$ cat src/rtl/scb_pkg.sv
package scb_pkg;
  localparam logic [3:0] TAP_TLR = 4'hF;
  localparam logic [3:0] TAP_RTI = 4'hC;
  localparam logic [3:0] TAP_CDR = 4'h6;
  localparam logic [3:0] TAP_SDR = 4'h2;
  localparam logic [3:0] TAP_UDR = 4'h5;

  typedef enum logic [1:0] {
    PORT_PARKED = 2'd0,
    PORT_ARMED  = 2'd1,
    PORT_LIVE   = 2'd2
  } port_st_e;
endpackage

$ cat src/rtl/scb_mode.sv
module scb_mode #(
  parameter int MODE_W = 8
) (
  input  logic              clk,
  input  logic              rst,
  input  logic              tlr,
  input  logic              act,
  input  logic              cap,
  input  logic              shf,
  input  logic              upd,
  input  logic              tdi,
  output logic [MODE_W-1:0] mode_q,
  output logic              sh_lsb
);
  logic [MODE_W-1:0] sh_q;

  always_ff @(posedge clk) begin
    if (rst || tlr)
      mode_q <= '0;
    else if (act && upd)
      mode_q <= sh_q;
  end

  always_ff @(posedge clk) begin
    if (rst)
      sh_q <= '0;
    else if (act && cap)
      sh_q <= mode_q;
    else if (act && shf)
      sh_q <= {tdi, sh_q[MODE_W-1:1]};
  end

  assign sh_lsb = sh_q[0];
endmodule

$ cat src/rtl/scb_port.sv
module scb_port
  import scb_pkg::*;
(
  input  logic clk,
  input  logic rst,
  input  logic tlr,
  input  logic rti,
  input  logic en,
  input  logic go_unpark,
  input  logic go_park,
  input  logic tms_in,
  output logic live,
  output logic tms_q,
  output logic tck_en_q
);
  port_st_e st_q, st_d;

  always_comb begin
    st_d = st_q;
    if (tlr || !en || go_park)
      st_d = PORT_PARKED;
    else if (go_unpark && st_q == PORT_PARKED)
      st_d = PORT_ARMED;
    else if (st_q == PORT_ARMED && rti)
      st_d = PORT_LIVE;
  end

  always_ff @(posedge clk) begin
    if (rst) st_q <= PORT_PARKED;
    else     st_q <= st_d;
  end

  assign live = (st_q == PORT_LIVE);

  always_ff @(posedge clk) begin
    if (rst) begin
      tms_q    <= 1'b1;
      tck_en_q <= 1'b0;
    end else begin
      tms_q    <= live ? tms_in : 1'b1;
      tck_en_q <= live;
    end
  end
endmodule

$ cat src/rtl/scb_path.sv
module scb_path #(
  parameter int NPORTS = 3
) (
  input  logic              clk,
  input  logic              rst,
  input  logic [NPORTS-1:0] live,
  input  logic              tdi_in,
  input  logic [NPORTS-1:0] chain_tdo,
  input  logic              mode_path,
  input  logic              mode_lsb,
  output logic [NPORTS-1:0] loc_tdi,
  output logic              ret_tdo
);
  logic [NPORTS-1:0] src;
  logic [NPORTS:0]   carry;
  logic              byp_q;
  logic              ret_d;

  assign carry[0] = tdi_in;

  for (genvar i = 0; i < NPORTS; i++) begin : g_link
    assign src[i]     = live[i] ? carry[i] : 1'b1;
    assign carry[i+1] = live[i] ? chain_tdo[i] : carry[i];
  end

  always_comb begin
    if (mode_path)
      ret_d = mode_lsb;
    else if (|live)
      ret_d = carry[NPORTS];
    else
      ret_d = byp_q;
  end

  always_ff @(posedge clk) begin
    if (rst) begin
      loc_tdi <= '1;
      ret_tdo <= 1'b1;
      byp_q   <= 1'b1;
    end else begin
      loc_tdi <= src;
      ret_tdo <= ret_d;
      byp_q   <= tdi_in;
    end
  end
endmodule

$ cat src/rtl/scan_branch_ctrl.sv
module scan_branch_ctrl
  import scb_pkg::*;
#(
  parameter int NPORTS = 3,
  parameter int MODE_W = 8
) (
  input  logic              clk,
  input  logic              rst,
  input  logic [3:0]        tap_state,
  input  logic              sel,
  input  logic              ir_modesel,
  input  logic              upd_unpark,
  input  logic              upd_park,
  input  logic              upd_wait,
  input  logic              tms_in,
  input  logic              tdi_in,
  input  logic [NPORTS-1:0] chain_tdo,
  output logic [NPORTS-1:0] loc_tms,
  output logic [NPORTS-1:0] loc_tck_en,
  output logic [NPORTS-1:0] loc_tdi,
  output logic              ret_tdo
);
  logic              tlr, rti, mode_act, go_park, go_unpark, sh_lsb;
  logic [MODE_W-1:0] mode_q;
  logic [NPORTS-1:0] live;

  assign tlr       = (tap_state == TAP_TLR);
  assign rti       = (tap_state == TAP_RTI);
  assign mode_act  = sel && ir_modesel;
  assign go_park   = sel && (upd_park || upd_wait);
  assign go_unpark = sel && upd_unpark;

  scb_mode #(.MODE_W(MODE_W)) i_mode (
    .clk    (clk),
    .rst    (rst),
    .tlr    (tlr),
    .act    (mode_act),
    .cap    (tap_state == TAP_CDR),
    .shf    (tap_state == TAP_SDR),
    .upd    (tap_state == TAP_UDR),
    .tdi    (tdi_in),
    .mode_q (mode_q),
    .sh_lsb (sh_lsb)
  );

  for (genvar i = 0; i < NPORTS; i++) begin : g_port
    scb_port i_port (
      .clk       (clk),
      .rst       (rst),
      .tlr       (tlr),
      .rti       (rti),
      .en        (mode_q[i]),
      .go_unpark (go_unpark),
      .go_park   (go_park),
      .tms_in    (tms_in),
      .live      (live[i]),
      .tms_q     (loc_tms[i]),
      .tck_en_q  (loc_tck_en[i])
    );
  end

  scb_path #(.NPORTS(NPORTS)) i_path (
    .clk       (clk),
    .rst       (rst),
    .live      (live),
    .tdi_in    (tdi_in),
    .chain_tdo (chain_tdo),
    .mode_path (mode_act),
    .mode_lsb  (sh_lsb),
    .loc_tdi   (loc_tdi),
    .ret_tdo   (ret_tdo)
  );
endmodule

$ cat config.mk
export PLATFORM = sky130hd
export DESIGN_NAME = scan_branch_ctrl
export DESIGN_NICKNAME = d
export VERILOG_FILES = /design/src/rtl/scb_pkg.sv /design/src/rtl/scb_mode.sv /design/src/rtl/scb_port.sv /design/src/rtl/scb_path.sv /design/src/rtl/scan_branch_ctrl.sv
export SDC_FILE = /design/constraint.sdc
export NUM_CORES = 1
export LEC_CHECK = 0
export BUFFER_PORTS_ARGS = -buffer_cell sky130_fd_sc_hd__buf_2
export CORE_ASPECT_RATIO = 0.9
export CORE_MARGIN = 5
export CORE_UTILIZATION = 54
export DETAILED_ROUTE_END_ITERATION = 6
export PLACE_DENSITY = 0.84
export SLEW_MARGIN = 20
export SYNTH_ARGS = -nofsm -noshare
export SYNTH_HDL_FRONTEND = slang
export SYNTH_SLANG_ARGS = --single-unit
$ cat constraint.sdc
create_clock -name clk -period 1.3 [get_ports clk]
set_input_delay 0.065 -clock clk [delete_from_list [all_inputs] [get_ports clk]]
set_output_delay 0.065 -clock clk [all_outputs]
set_load 0.1 [all_outputs]
==> flow_summary_export.csv <==
group,metric,value,unit
clock_network,cts_tree,"yes",
global_routing,antenna_found_initial,0,
yosys,synth_fa_ha_area_share,0,%
clock_network,cts.reportedPaths.clkPinSlew,100,ps
yosys,syn_area,1443,um2
setup_path,path_max_fanout,1,
yosys,synth_edf_count,0,
yosys,synth_top_family_by_area,"compound AO/OA/AOI/OAI gates",
clock_network,worstSkewPairLatency,340,ps
setup_path,r2r_cells,3,
floorplanning,rows,17,
yosys,synth_area_leaders,"dfxtp_1, a211oi_2, a21oi_1",
timing,period_minus_slack,1142,ps
routing,wire_per_inst,14.98,um
routing,avgViaCountPerCell,5.842,
routing,first_iter_violations,67,
routing,drc,0,
floorplanning,io_pins,26,
setup_path,startpoint_type,"register",
layout,syn_to_final_growth,11.36,%
floorplanning,core,2510,um2
layout,multi_input_area,681.9,um2
setup_path,slowest_stage,"buf_2",
setup_path,crit_path_cell_trace,"buf_2",
yosys,async_reset_ff_share,0,%
clock_network,cts.repair.resized,0,
yosys,netlist_instances,149,
routing,routed_wl,3026,um
clock_network,root_buffer,"clkbuf_4",
yosys,yosys.area_share.simple,18.13,%
power_and_ir_drop,p_leak,0.6196,nW
clock_network,cts_buffers,5,
outcome,status,"finished, final reports clean",
timing,rsz0062_at_grt,"false",
setup_path,cp-startpoint,"g_port[2].i_port.tck_en_q",
floorplanning,die-area,3807,um2
setup_path,r2r-end,"i_path.ret_tdo",
power_and_ir_drop,vdd_drop_max,0.0006609,V
global_routing,grt_first_pass_wirelength,4857,um
yosys,synth_most_common_cell,"dfxtp_1",
floorplanning,die-width,64.48,um
place,gp_congestion,0.8521,
yosys,yosysWarnings,0,
place,place_hpwl,2165,um
routing,drt_pass1_iterations,4,
yosys,netlist.area_leader.share,45.79,%
setup_path,cpPeakStageDelay,420,ps
timing,fin_tns_setup,0,ps
global_routing,grt_pass1_vias,1100,
yosys,synth_compound_area_share,23.59,%
yosys,synth_ff_type,"dfxtp_1",
clock_network,clock-sinks,33,
setup_path,crit_type,"register to output pin",
layout,seqCellArea,660.6,um2
timing,slew_headroom,64.26,%
global_routing,grt_overflow,0,
yosys,yosys_register_bits,33,
yosys,synth_cell_type_count,28,
yosys,seq_area_frac_synth,45.79,%
layout,fin_util,64.01,%
power_and_ir_drop,power_density,1067,nW/um2
timing,finClkSkew,5.743,ps
routing,postRouteAntennaNets,0,
global_routing,grt_usage,17.15,%
yosys,yosys.area.top_type,"dfxtp_1",
yosys,yosys-top-cells-count,"dfxtp_1, a21oi_1, o21ai_0",
setup_path,cp.required,1240,ps
setup_path,r2r_slack,200,ps
setup_path,path_delay_family,"buffers and inverters",
setup_path,endpoint_kind,"output pin",
timing,layout_setup_ws,157.6,ps
setup_path,cp_num_buf_inv,1,
timing,period_share,87.88,%
yosys,synth-xor-area-share,0,%
yosys,syn-num-nets,165,
timing,worst_slew_pin_slew,535.0,ps
place,place_ws,111.2,ps
routing,vias,1180,
setup_path,arrival,1080,ps
setup_path,path_depth,1,
clock_network,htreeDepth,2,
floorplanning,die_h,59.04,um
setup_path,endpoint,"loc_tck_en[2]",
timing,fmax,0.8754,GHz
global_routing,grt_max_degree,20,
timing,finalMaxSlewViolations,0,
run,drv_cap,0,
min_path,worstHoldPathType,"input pin to register",
clock_network,cts_buffer_depth,2,
setup_path,r2r_start,"g_port[0].i_port.st_q[0]",
yosys,syn_area_per_cell,9.682,um2
layout,layout.nets,189,
floorplanning,initial_core_util,57.48,%
layout,fillers,224,
layout,drive_gt1_share,28.74,%
timing,setup_viol,0,
layout,antennaDiodeCount,0,
timing,hold_viol,0,
yosys,synthMuxAreaShare,5.551,%
place,io_buffers,25,
## sequential cells by signal (all words and copies together) (netlist names)
name / count
g_port.i_port.st_q: 6
g_port.i_port.tck_en_q: 3
g_port.i_port.tms_q: 3
i_mode.mode_q: 8
i_mode.sh_q: 8
i_path.byp_q: 1
i_path.loc_tdi: 3
i_path.ret_tdo: 1
## where the power goes
| part | switching [mW] | internal (mW) |
|---|---|---|
| logic | 0.0936 | 0.0574 |
| clock network | 0.334 | 0.206 |
| registers | 0.00526 | 1.02 |
| total | 0.433 | 1.28 |
## final cells by class
| cell class | count | area share (%) |
|---|---|---|
| Tap cell | 28 | 2.181 |
| Sequential cell | 33 | 41.12 |
| Clock inverter | 2 | 0.6231 |
| Multi-Input combinational cell | 102 | 42.45 |
| Timing Repair Buffer | 31 | 11.06 |
| Clock buffer | 6 | 2.570 |
## routing by layer
metal,track usage (%),vias up,share of wire (%)
li1,-,586,-
met1,18.83,559,44
met2,29.85,27,49
met3,5.503,8,5.3
met4,9.036,0,2.2
met5,0,-,0
## through the flow
| step | area (um2) | power [mW] | cells | hold WS [ps] |
|---|---|---|---|---|
| after CTS | 1607 | 1.727 | 202 | 3.293 |
| final | 1607 | 1.715 | 202 | 12.57 |
| after detailed placement | 1525 | 1.189 | 191 | 282.8 |
| after global routing | 1607 | 1.805 | 202 | 40.78 |
| after global placement | 1525 | 1.185 | 191 | 278.9 |
| after floorplan | 1443 | 1.143 | 149 | 167.3 |
## worst min-delay path by stage
stage / start / slack, ps / end / cells after the start
global route: chain_tdo[1] / 40 / i_path.loc_tdi[2] / 3
finish: chain_tdo[1] / 10 / i_path.loc_tdi[2] / 3
detailed placement: tms_in / 280 / g_port[2].i_port.tms_q / 2
global placement: tms_in / 280 / g_port[0].i_port.tms_q / 2
CTS: chain_tdo[1] / 3 / i_path.loc_tdi[2] / 3
floorplan: tms_in / 170 / g_port[0].i_port.tms_q / 1
## cells by family (layout without fill, tap and decap cells)
| group | count (synthesis) | count (layout) |
|---|---|---|
| mux | 8 | 8 |
| buf+inv | 14 | 39 |
| flops | 33 | 33 |
| compound gates | 48 | 48 |
| simple gates | 46 | 46 |
## placed cells by master (no fill, tap or decap), drive strengths merged
master       count
o21ai           10
and2             1
a31o             1
nor2             7
a41o             1
and3b            3
nand3b           2
and4bb           1
a41oi            1
a21oi           20
o31ai            1
or2              1
a31oi            1
and3             3
nand2b           3
buf             28
clkbuf           6
a211oi          10
o221a            3
nor2b            6
or3              4
mux2i            8
nand3            8
clkinv           2
dfxtp           33
dlygate4sd3      3
nand2            7
## tightest hold or removal path, cell delays in order
cell and delay (ps):
buf_2 80, nor2_1 40, o21ai_0 130
## repair_timing
action                                  in CTS  in global routing
endpoints found under the setup margin       0                  0
hold buffers                                 3                  0
endpoints found under the hold margin        6                  0
setup buffers                                0                  0
No activity file was read; power rests on OpenSTA's default activity.
